<file path="src/rtl/vsr_pkg.sv">
// Shared definitions for the vector status register controller.
// Assumes a fixed 64-bit word layout; only the section size varies.
package vsr_pkg;
    typedef enum logic [2:0] {
        OP_NONE     = 3'd0,
        OP_LOAD_CNT = 3'd1,
        OP_LOAD_IDX = 3'd2,
        OP_SET_MODE = 3'd3,
        OP_CLEAR    = 3'd4,
        OP_RESTORE  = 3'd5
    } vsr_op_e;

    localparam int WORD_W    = 64;
    localparam int PAIRS     = 8;
    localparam int FLD_W     = 16;
    localparam int INUSE_LSB = 56;
    localparam int CHG_LSB   = 48;
    localparam int CNT_LSB   = 32;
    localparam int IDX_LSB   = 16;
    localparam int MODE_BIT  = 15;
    localparam int RSV_W     = 15;
endpackage

</file>
<file path="src/rtl/vsr_limit_unit.sv">
// Clamps a signed 32-bit operand into 0..SECT_SIZE and grades it into a
// condition code. IS_INDEX picks the grading rule for code 2: above the
// reference (count variant) or below it (index variant). The reference
// is SECT_SIZE for the count variant and the live count for the index one.
module vsr_limit_unit #(
    parameter int SECT_SIZE = 128,
    parameter bit IS_INDEX  = 1'b0
) (
    input  logic [31:0] value,
    input  logic [15:0] cmp_ref,
    output logic [15:0] clamped,
    output logic [1:0]  code
);
    localparam logic signed [31:0] LIM = 32'(SECT_SIZE);

    logic signed [31:0] sval;
    logic signed [31:0] sref;
    logic               hit2;

    assign sval = $signed(value);
    assign sref = $signed({16'h0000, cmp_ref});

    // Select the rule that yields condition code 2
    generate
        if (IS_INDEX) begin : g_idx_rule
            assign hit2 = sval < sref;
        end else begin : g_cnt_rule
            assign hit2 = sval > sref;
        end
    endgenerate

    // Grade the operand: zero, negative, rule hit, otherwise
    always_comb begin
        if (sval == 32'sd0)      code = 2'd0;
        else if (sval < 32'sd0)  code = 2'd1;
        else if (hit2)           code = 2'd2;
        else                     code = 2'd3;
    end

    // Clamp the operand into 0..SECT_SIZE
    always_comb begin
        if (sval < 32'sd0)      clamped = '0;
        else if (sval > LIM)    clamped = LIM[15:0];
        else                    clamped = sval[15:0];
    end
endmodule

</file>
<file path="src/rtl/vsr_restore_check.sv">
// Validates an incoming status word and derives what a restore writes.
// Assumes reserved bits sit below the mode bit and in-use bits sit
// exactly PAIRS positions above the changed bits.
module vsr_restore_check
    import vsr_pkg::*;
#(
    parameter int SECT_SIZE = 128
) (
    input  logic [WORD_W-1:0] word,
    input  logic              prob_state,
    input  logic [PAIRS-1:0]  cur_inuse,
    output logic              ok,
    output logic [WORD_W-1:0] fixed,
    output logic [PAIRS-1:0]  clr
);
    localparam logic [FLD_W-1:0] SECT_F = FLD_W'(SECT_SIZE);

    logic [PAIRS-1:0] new_inuse;
    logic [FLD_W-1:0] new_cnt;
    logic [FLD_W-1:0] new_idx;

    assign new_inuse = word[INUSE_LSB +: PAIRS];
    assign new_cnt   = word[CNT_LSB +: FLD_W];
    assign new_idx   = word[IDX_LSB +: FLD_W];

    // Field validation: reserved clear, count within section, index below it
    always_comb begin
        ok = (word[RSV_W-1:0] == '0) && (new_cnt <= SECT_F) && (new_idx < SECT_F);
    end

    // Word to store: in problem state the changed bits mirror in-use bits
    always_comb begin
        fixed = word;
        if (prob_state) fixed[CHG_LSB +: PAIRS] = new_inuse;
    end

    // Pairs that drop out of use must be cleared
    always_comb begin
        clr = cur_inuse & ~new_inuse;
    end
endmodule

</file>
<file path="src/rtl/vsr_ctrl.sv">
// Vector status register controller. Executes one operation per cycle:
// count load, index load, mask-mode set, pair clear and full restore.
// Results, done, error and clear strobes register on the same edge.
// Assumes the sequencer holds no more than one operation per cycle.
module vsr_ctrl
    import vsr_pkg::*;
#(
    parameter int SECT_SIZE = 128
) (
    input  logic        clk,
    input  logic        rst_n,
    input  logic        op_valid,
    input  logic [2:0]  op_code,
    input  logic [63:0] operand,
    input  logic        prob_state,
    output logic [63:0] vsr,
    output logic [1:0]  cc,
    output logic        done,
    output logic        spec_err,
    output logic [7:0]  pair_clr
);
    localparam logic [FLD_W-1:0] SECT_F = FLD_W'(SECT_SIZE);

    vsr_op_e          op;
    logic [WORD_W-1:0] vsr_q, vsr_d;
    logic [1:0]       cc_q, cc_d;
    logic             done_q, err_q, err_d;
    logic [PAIRS-1:0] clr_q, clr_d;

    logic [FLD_W-1:0] cnt_val, idx_val;
    logic [1:0]       cnt_cc, idx_cc;
    logic             rst_ok;
    logic [WORD_W-1:0] rst_word;
    logic [PAIRS-1:0] rst_clr;

    assign op = vsr_op_e'(op_code);

    vsr_limit_unit #(.SECT_SIZE(SECT_SIZE), .IS_INDEX(1'b0)) u_cnt_lim (
        .value   (operand[31:0]),
        .cmp_ref (SECT_F),
        .clamped (cnt_val),
        .code    (cnt_cc)
    );

    vsr_limit_unit #(.SECT_SIZE(SECT_SIZE), .IS_INDEX(1'b1)) u_idx_lim (
        .value   (operand[31:0]),
        .cmp_ref (vsr_q[CNT_LSB +: FLD_W]),
        .clamped (idx_val),
        .code    (idx_cc)
    );

    vsr_restore_check #(.SECT_SIZE(SECT_SIZE)) u_rst_chk (
        .word       (operand),
        .prob_state (prob_state),
        .cur_inuse  (vsr_q[INUSE_LSB +: PAIRS]),
        .ok         (rst_ok),
        .fixed      (rst_word),
        .clr        (rst_clr)
    );

    // Next-state selection for the accepted operation
    always_comb begin
        vsr_d = vsr_q;
        cc_d  = cc_q;
        err_d = 1'b0;
        clr_d = '0;
        if (op_valid) begin
            case (op)
                OP_LOAD_CNT: begin
                    vsr_d[CNT_LSB +: FLD_W] = cnt_val;
                    cc_d = cnt_cc;
                end
                OP_LOAD_IDX: begin
                    vsr_d[IDX_LSB +: FLD_W] = idx_val;
                    cc_d = idx_cc;
                end
                OP_SET_MODE: vsr_d[MODE_BIT] = operand[0];
                OP_CLEAR: begin
                    vsr_d[IDX_LSB +: FLD_W]   = '0;
                    vsr_d[INUSE_LSB +: PAIRS] = vsr_q[INUSE_LSB +: PAIRS] & ~operand[PAIRS-1:0];
                    clr_d = operand[PAIRS-1:0];
                end
                OP_RESTORE: begin
                    if (rst_ok) begin
                        vsr_d = rst_word;
                        clr_d = rst_clr;
                    end else begin
                        err_d = 1'b1;
                    end
                end
                default: ;
            endcase
        end
    end

    // State and pulse registers with synchronous active-low reset
    always_ff @(posedge clk) begin
        if (!rst_n) begin
            vsr_q  <= '0;
            cc_q   <= '0;
            done_q <= 1'b0;
            err_q  <= 1'b0;
            clr_q  <= '0;
        end else begin
            vsr_q  <= vsr_d;
            cc_q   <= cc_d;
            done_q <= op_valid;
            err_q  <= err_d;
            clr_q  <= clr_d;
        end
    end

    assign vsr      = vsr_q;
    assign cc       = cc_q;
    assign done     = done_q;
    assign spec_err = err_q;
    assign pair_clr = clr_q;

    // the stored count never exceeds the section size
    p_cnt_bound_r2: assert property (@(posedge clk) disable iff (!rst_n)
        vsr[CNT_LSB +: FLD_W] <= SECT_F);

    // the stored index never exceeds the section size
    p_idx_bound_r3: assert property (@(posedge clk) disable iff (!rst_n)
        vsr[IDX_LSB +: FLD_W] <= SECT_F);

    // reserved bits can never be loaded
    p_rsv_zero_r6: assert property (@(posedge clk) disable iff (!rst_n)
        vsr[RSV_W-1:0] == '0);

    // a rejected restore leaves the word as it was
    p_err_hold_r6: assert property (@(posedge clk) disable iff (!rst_n)
        spec_err |-> (vsr == $past(vsr) && pair_clr == '0));

    // a strobed pair is never left marked in use
    p_clr_inuse_r5: assert property (@(posedge clk) disable iff (!rst_n)
        (pair_clr != '0) |-> ((vsr[INUSE_LSB +: PAIRS] & pair_clr) == '0));

    // every accepted operation completes one cycle later
    p_done_follow_r10: assert property (@(posedge clk) disable iff (!rst_n)
        op_valid |=> done);

    // an idle cycle keeps the word and code
    p_idle_hold_r11: assert property (@(posedge clk) disable iff (!rst_n)
        !op_valid |=> ($stable(vsr) && $stable(cc) && !done && !spec_err && pair_clr == '0));
endmodule

</file>
<file path="config.mk">
export PLATFORM = sky130hd
export DESIGN_NAME = vsr_ctrl
export DESIGN_NICKNAME = d
export VERILOG_FILES = /design/src/rtl/vsr_pkg.sv /design/src/rtl/vsr_limit_unit.sv /design/src/rtl/vsr_restore_check.sv /design/src/rtl/vsr_ctrl.sv
export SDC_FILE = /design/constraint.sdc
export NUM_CORES = 1
export LEC_CHECK = 0
export BUFFER_PORTS_ARGS = -buffer_cell sky130_fd_sc_hd__buf_2
export CORE_UTILIZATION = 49
export DETAILED_ROUTE_END_ITERATION = 7
export GPL_ROUTABILITY_DRIVEN = 0
export PLACE_DENSITY = 0.81
export SLEW_MARGIN = 0
export SYNTH_ARGS = -nofsm -noshare
export SYNTH_HDL_FRONTEND = slang
export SYNTH_SLANG_ARGS = --single-unit
</file>
<file path="constraint.sdc">
create_clock -name clk -period 2.65 [get_ports clk]
set_input_delay 0.53 -clock clk [delete_from_list [all_inputs] [get_ports clk]]
set_output_delay 0.53 -clock clk [all_outputs]
set_load 0.03 [all_outputs]
</file>
==> flow_metrics.py, run 1 <==
metrics = {
    "layout": {
        "layout.cells.most_common": "sky130_fd_sc_hd__buf_2",
        "final_cell_mix": "146 x sky130_fd_sc_hd__buf_2, 76 x sky130_fd_sc_hd__dfxtp_1, 33 x sky130_fd_sc_hd__nand3_1",
        "final_layout_size_suffix_gt1_share_pct": 37.3,
        "antenna-diode-count": 0,
        "flow.area_growth_from_synthesis_pct": 28.8,
        "finalNonFillerCells": 652,
        "n_fill_cell": 639,
        "final_nets": 634,
    },
    "sta": {
        "setup_violations": 0,
        "drv_slew": 0,
        "min_period_ps": 2320,
        "worst_clock_skew_ps": 4.18,
        "timing.final.crit_share_pct": 87.5,
        "timing.fmax_mhz": 431,
        "timing.max_slew.rel_slack_pct": 39.2,
        "final_hold_viol_count": 0,
        "fin_ws_ps": 331,
        "setup_repair_after_global_routing_missed_its_margin": "false",
        "timing_worst_slew_pin_value_ps": 905,
        "hold_ws_ps": 429,
    },
    "critical_path": {
        "worstPathCellList": "buf_2, nor4_1, nand2_1, nor4_2, buf_4, nand3_1, and3_1",
        "endpoint_kind": "register",
        "length_in_cells_of_the_worst_reg_to_reg_path": 7,
        "critical_path_arrival_ps": 2570,
        "crit_path_max_fanout": 15,
        "crit_required_ps": 2900,
        "rrSetupSlack_ps": 1060,
        "regToRegEndpoint": "cc[0]",
        "worst-path-buf-inv": 2,
        "criticalPathCategory": "input port to register",
        "kind_of_start_point_of_the_critical_path": "input port",
        "worstReg2RegStart": "vsr[45]",
        "critical_path.max_stage_delay_ps": 380,
        "critical-path-top-delay-family": "simple AND/OR/NAND/NOR gates",
        "cpMaxStageDelayCell": "sky130_fd_sc_hd__nor4_1",
    },
    "floorplan": {
        "io_pins": 147,
        "initial_utilization_pct": 50.9,
        "design.core.area_um2": 7250,
        "width_of_the_die_um": 88.8,
        "row_count": 31,
        "die_h_um": 88.8,
        "die-area_um2": 7890,
    },
    "place": {
        "dp_hpwl_um": 8540,
        "port_buffers": 146,
        "pre_cts_ws_ps": -14.1,
        "post-place-cells": 636,
    },
    "clocking": {
        "tritoncts": "yes",
        "clk_path_buf_depth": 2,
        "cts_made_buffers": 9,
        "cts.clk_slew.worst_paths_ps": 70,
        "clock_tree.htree_level_count": 3,
        "ctsRootBufferMaster": "sky130_fd_sc_hd__clkbuf_8",
        "cts_num_sinks": 76,
        "cts_repair_resize_count": 0,
        "worstSkewPairLatency_ps": 360,
        "postCtsHoldBufs": 0,
        "cts_post_setup_buffers_inserted": 0,
    },
    "power_and_ir_drop": {
        "cellLeakagePower_nw": 2.17,
        "max-vdd-ir-drop_v": 0.000397,
        "pwr_density_cell_nw_per_um2": 493,
    },
    "worst_hold_path": {
        "holdCritPathClass": "input port to register",
        "hold_startpoint": "operand[19]",
        "worst_hold_path.num_cells": 3,
        "worstHoldEndpoint": "vsr[19]",
    },
    "drt": {
        "routed_wire_length_per_instance_um": 17.5,
        "drc": 0,
        "finalWirelength_um": 11400,
        "detail_route.first_pass.iterations": 5,
        "route.antenna.remaining_nets": 0,
        "drt_first_iter_violations": 299,
        "num_vias": 3858,
        "vias_per_cell": 5.92,
    },
    "run": {
        "cap_violations": 0,
    },
    "synthesis": {
        "seq_area_frac_synth_pct": 41.2,
        "synth_area_per_cell_um2": 9.21,
        "postSynthNetCount": 487,
        "synth.distinct_cells": 55,
        "postSynthCellCount": 401,
        "ys_dominant_reg_cell": "sky130_fd_sc_hd__dfxtp_1",
        "yosys_warnings": 0,
        "postSynth.asyncResetShare_pct": 0,
        "synthesis.area_um2": 3690,
        "postSynthRegisterBits": 76,
        "synth_enable_flop_cells": 0,
    },
    "global_routing": {
        "grt_usage_pct": 29.5,
        "via_count_of_the_first_global_routing_pass": 3635,
        "grt_max_degree": 41,
        "grt_overflow_total": 0,
        "first_pass_grt_wire_length_um": 17400,
        "number_of_antenna_violations_at_the_first_check_in_global_routing": 0,
    },
    "outcome": {
        "status": "completed",
    },
}
## cells by family (layout without fill, tap and decap cells)
logic type      after synthesis  in the layout  synth area share (%)
compound gates              102            102                  20.8
simple gates                149            149                  24.3
buf+inv                      49            201                  6.03
xor+xnor                      2              2                 0.474
mux                           8              8                  2.17
fa+ha+maj                    15             15                  5.08
flops                        76             76                  41.2
## cell usage after synthesis (2+ instances only)
| library cell | instances | share of area (%) |
|---|---|---|
| sky130_fd_sc_hd__o211ai_1 | 7 | 1.4 |
| sky130_fd_sc_hd__buf_1 | 4 | 0.41 |
| sky130_fd_sc_hd__a311oi_1 | 8 | 1.9 |
| sky130_fd_sc_hd__inv_1 | 19 | 1.9 |
| sky130_fd_sc_hd__a21oi_1 | 32 | 4.3 |
| sky130_fd_sc_hd__nor3_1 | 12 | 1.6 |
| sky130_fd_sc_hd__nor4_1 | 7 | 1.2 |
| sky130_fd_sc_hd__o21ai_0 | 2 | 0.27 |
| sky130_fd_sc_hd__o221a_2 | 3 | 0.91 |
| sky130_fd_sc_hd__clkbuf_1 | 14 | 1.4 |
| sky130_fd_sc_hd__nand2b_1 | 9 | 1.5 |
| sky130_fd_sc_hd__ha_1 | 15 | 5.1 |
| sky130_fd_sc_hd__nand2_1 | 24 | 2.4 |
| sky130_fd_sc_hd__xor2_1 | 2 | 0.47 |
| sky130_fd_sc_hd__and3_1 | 17 | 2.9 |
| sky130_fd_sc_hd__nand4b_1 | 9 | 2.1 |
| sky130_fd_sc_hd__and2_1 | 2 | 0.34 |
| sky130_fd_sc_hd__nor3b_1 | 8 | 1.6 |
| sky130_fd_sc_hd__o21a_1 | 2 | 0.41 |
| sky130_fd_sc_hd__nand3_1 | 33 | 4.5 |
| sky130_fd_sc_hd__nor3_2 | 2 | 0.54 |
| sky130_fd_sc_hd__a211oi_1 | 8 | 1.6 |
| sky130_fd_sc_hd__o221ai_1 | 8 | 1.9 |
| sky130_fd_sc_hd__a21boi_2 | 2 | 0.61 |
| sky130_fd_sc_hd__buf_6 | 2 | 0.61 |
| sky130_fd_sc_hd__buf_4 | 5 | 1.0 |
| sky130_fd_sc_hd__nand4_1 | 3 | 0.51 |
| sky130_fd_sc_hd__dfxtp_1 | 76 | 41 |
| sky130_fd_sc_hd__and3_2 | 8 | 1.6 |
| sky130_fd_sc_hd__mux2i_1 | 8 | 2.2 |
| sky130_fd_sc_hd__nor2_1 | 6 | 0.61 |
| sky130_fd_sc_hd__a41o_1 | 2 | 0.54 |
| sky130_fd_sc_hd__a31oi_1 | 17 | 2.9 |
| sky130_fd_sc_hd__buf_2 | 4 | 0.54 |
## per-layer routing
metal / GRT usage (%) / routed length (um)
met2: 48.1 / 5520
met3: 6.81 / 1090
met1: 38.1 / 4550
met5: 0 / 0
met4: 10.7 / 238
## through the flow
| step | area (um^2) | util [%] | total power, mW | setup TNS, ps |
|---|---|---|---|---|
| after floorplan | 3690 | - | 1.34 | 0 |
| after global placement | 4560 | 62.9 | 1.47 | 0 |
| after detailed placement | 4560 | 62.9 | 1.48 | -107 |
| after CTS | 4760 | 65.6 | 2.36 | 0 |
| after global routing | 4760 | 65.6 | 2.42 | 0 |
| final | 4760 | 65.6 | 2.35 | 0 |
## how the worst max path moves through the flow
| stage | start | end | slack [ps] | cells after the start |
|---|---|---|---|---|
| final | operand[29] | vsr[5] | 330 | 7 |
| after global routing | operand[29] | vsr[5] | 160 | 7 |
| after CTS | operand[29] | vsr[2] | 370 | 7 |
| after detailed placement | operand[29] | vsr[6] | -10 | 7 |
| after global placement | operand[29] | vsr[0] | 100 | 7 |
| after floorplan | operand[8] | vsr[23] | 390 | 6 |
## worst min-delay path, stage by stage
cell and delay, ps:
sky130_fd_sc_hd__buf_2 90, sky130_fd_sc_hd__nand3_1 60, sky130_fd_sc_hd__o211ai_1 70
## state kept, by name, summed over array words and instances (netlist names)
name and flops:
cc 2, done 1, pair_clr 8, spec_err 1, vsr 64
## where the power goes
group | total (mW) | internal [mW] | switching [mW]
logic | 0.298 | 0.114 | 0.184
clock network | 0.884 | 0.460 | 0.424
registers | 1.16 | 1.15 | 0.00977
total | 2.35 | 1.73 | 0.618
## area by class of cell
type                       instances  area, um^2  share of cell area, %
timing repair buffer             165         886                   18.6
clock inverter                     4        48.8                   1.03
tap                               99         124                   2.60
inverter                          20        75.1                   1.58
multi-input combinational        276        1960                   41.1
sequential                        76        1520                   32.0
clock buffer                      12         145                   3.05
Power figures use the tool's default switching activity.
==> run 2: changes to the inputs <==
--- a/config.mk
+++ b/config.mk
@@ -6,10 +6,11 @@
 export NUM_CORES = 1
 export LEC_CHECK = 0
 export BUFFER_PORTS_ARGS = -buffer_cell sky130_fd_sc_hd__buf_2
-export CORE_UTILIZATION = 49
+export CORE_UTILIZATION = 50
+export CTS_BUF_LIST = sky130_fd_sc_hd__clkbuf_2 sky130_fd_sc_hd__clkbuf_4 sky130_fd_sc_hd__clkbuf_8
 export DETAILED_ROUTE_END_ITERATION = 7
 export GPL_ROUTABILITY_DRIVEN = 0
-export PLACE_DENSITY = 0.81
+export PLACE_DENSITY = 0.82
 export SLEW_MARGIN = 0
 export SYNTH_ARGS = -nofsm -noshare
 export SYNTH_HDL_FRONTEND = slang
==> flow_metrics.py, run 2 (synthesis results as in run 1) <==
metrics = {
    "sta": {
        "setup_repair_after_global_routing_missed_its_margin": "false",
        "final_hold_viol_count": 0,
        "worst_clock_skew_ps": 2.87,
        "timing.final.crit_share_pct": 87.5,
        "setup_violations": 0,
        "timing.max_slew.rel_slack_pct": 49.3,
        "drv_slew": 0,
        "timing_worst_slew_pin_value_ps": 754,
        "timing.fmax_mhz": 431,
        "min_period_ps": 2320,
    },
    "critical_path": {
        "crit_path_max_fanout": 8,
        "critical_path.max_stage_delay_ps": 560,
        "worst-path-buf-inv": 1,
        "kind_of_start_point_of_the_critical_path": "input port",
        "crit_required_ps": 2870,
        "critical-path-top-delay-family": "simple AND/OR/NAND/NOR gates",
        "rrSetupSlack_ps": 1020,
        "criticalPathCategory": "input port to register",
        "cpMaxStageDelayCell": "sky130_fd_sc_hd__or4_4",
        "endpoint_kind": "register",
        "critical_path_arrival_ps": 2540,
        "worstPathCellList": "buf_2, nor4_2, nand4_1, or4_4, a21boi_2, o211ai_1",
    },
    "layout": {
        "flow.area_growth_from_synthesis_pct": 29.4,
        "final_layout_size_suffix_gt1_share_pct": 37.7,
        "largest_register_ff_count": 64,
        "top_register": "vsr",
        "final_nets": 633,
        "layout.cells.most_common": "sky130_fd_sc_hd__buf_2",
        "finalNonFillerCells": 648,
        "antenna-diode-count": 0,
        "final_std_cell_area_no_fill_um2": 4780,
        "final_cell_mix": "146 x sky130_fd_sc_hd__buf_2, 76 x sky130_fd_sc_hd__dfxtp_1, 32 x sky130_fd_sc_hd__nand3_1, 32 x sky130_fd_sc_hd__a21oi_1, 24 x sky130_fd_sc_hd__nand2_1",
    },
    "global_routing": {
        "grt_max_degree": 40,
        "grt_overflow_total": 0,
        "first_pass_grt_wire_length_um": 17200,
        "number_of_antenna_violations_at_the_first_check_in_global_routing": 0,
        "via_count_of_the_first_global_routing_pass": 3499,
        "grt_usage_pct": 29.5,
    },
    "clocking": {
        "cts_post_setup_buffers_inserted": 0,
        "cts_num_sinks": 76,
        "worstSkewPairLatency_ps": 350,
        "clk_path_buf_depth": 2,
        "clock_tree.htree_level_count": 3,
        "ctsRootBufferMaster": "sky130_fd_sc_hd__clkbuf_8",
        "cts.clk_slew.worst_paths_ps": 80,
        "cts_made_buffers": 9,
        "tritoncts": "yes",
    },
    "power_and_ir_drop": {
        "switching_share_pct": 25.7,
        "power.clock.fraction_pct": 40.4,
        "combinationalPowerShare_pct": 12.2,
        "cellLeakagePower_nw": 2.18,
        "pwr-share-seq_pct": 47.4,
        "total_power_mw": 2.45,
        "pwr_density_cell_nw_per_um2": 513,
        "p_sw_uw": 630,
        "internal_power_mw": 1.82,
        "max-vdd-ir-drop_v": 0.000253,
    },
    "place": {
        "dp_hpwl_um": 8580,
        "post-place-cells": 632,
        "placed_cell_area_um2": 4550,
        "port_buffers": 146,
    },
    "outcome": {
        "status": "completed",
    },
    "floorplan": {
        "die_h_um": 88.0,
        "row_count": 30,
        "initial_utilization_pct": 52.9,
        "design.core.area_um2": 6980,
        "die-area_um2": 7740,
        "width_of_the_die_um": 88.0,
        "io_pins": 147,
    },
    "drt": {
        "drt_first_iter_violations": 226,
        "finalWirelength_um": 11300,
        "num_vias": 3776,
        "vias_per_cell": 5.83,
        "detail_route.first_pass.iterations": 5,
        "routed_wire_length_per_instance_um": 17.4,
        "route.antenna.remaining_nets": 0,
        "drc": 0,
    },
    "worst_hold_path": {
        "holdCritPathClass": "input port to register",
    },
    "run": {
        "cap_violations": 0,
    },
}
-- run 2: cell types whose count changed in the layout (fill, tap and decap cells not counted), sizes merged --
cell	delta
buf	-1
bufinv	+1
clkbuf	-2
clkinv	+1
-- run 2: metal layers --
metal	global-route usage [%]	up-vias	routed length, um	share of wire (%)
li1	-	1810	-	-
met1	36.5	1725	4650	41
met2	48.1	212	5220	46
met3	8.11	29	1050	9.3
met4	13.1	0	342	3.0
met5	0	-	0	0
-- run 2: power groups by stage --
stage	clock, mW	combinational (mW)	sequential (mW)
after detailed placement	0	0.292	1.19
after global placement	0	0.285	1.19
after floorplan	0	0.127	1.22
after global routing	1.05	0.322	1.17
after CTS	1.00	0.294	1.16
final	0.992	0.298	1.16
-- run 2: layout make-up --
class	instances	area (um^2)
Inverter	20	75.1
Sequential cell	76	1520
Timing Repair Buffer	164	878
Clock buffer	10	138
Multi-Input combinational cell	276	1960
Fill cell	565	2200
Tap cell	96	120
Clock inverter	6	87.6
-- run 2: metrics by stage --
stage / hold WS (ps) / TNS [ps] / setup slack [ps] / utilization [%]
6_report: 434 / 0 / 332 / 68.5
4_1_cts: 422 / 0 / 251 / 68.4
2_1_floorplan: 579 / 0 / 385 / -
3_5_place_dp: 451 / -1340 / -115 / 65.2
3_3_place_gp: 449 / -208 / -14.2 / 65.2
5_1_grt: 437 / 0 / 174 / 68.5
-- run 2: worst paths after layout --
path	cells after the start	from	endpoint
worst max-delay path	6	operand[3]	vsr[56]
worst min-delay path	3	operand[19]	vsr[19]
worst min register to register	2	vsr[43]	vsr[43]
worst max register to register	7	vsr[47]	cc[0]
-- run 2: tightest hold or removal path: stages --
cell and delay, ps:
sky130_fd_sc_hd__buf_2 90, sky130_fd_sc_hd__nand3_1 60, sky130_fd_sc_hd__o211ai_1 80
-- run 2: repair_timing --
action	in CTS	in global routing
resized for setup	0	1
hold endpoints to repair	0	0
hold buffers	0	0
endpoints found under the setup margin	0	14
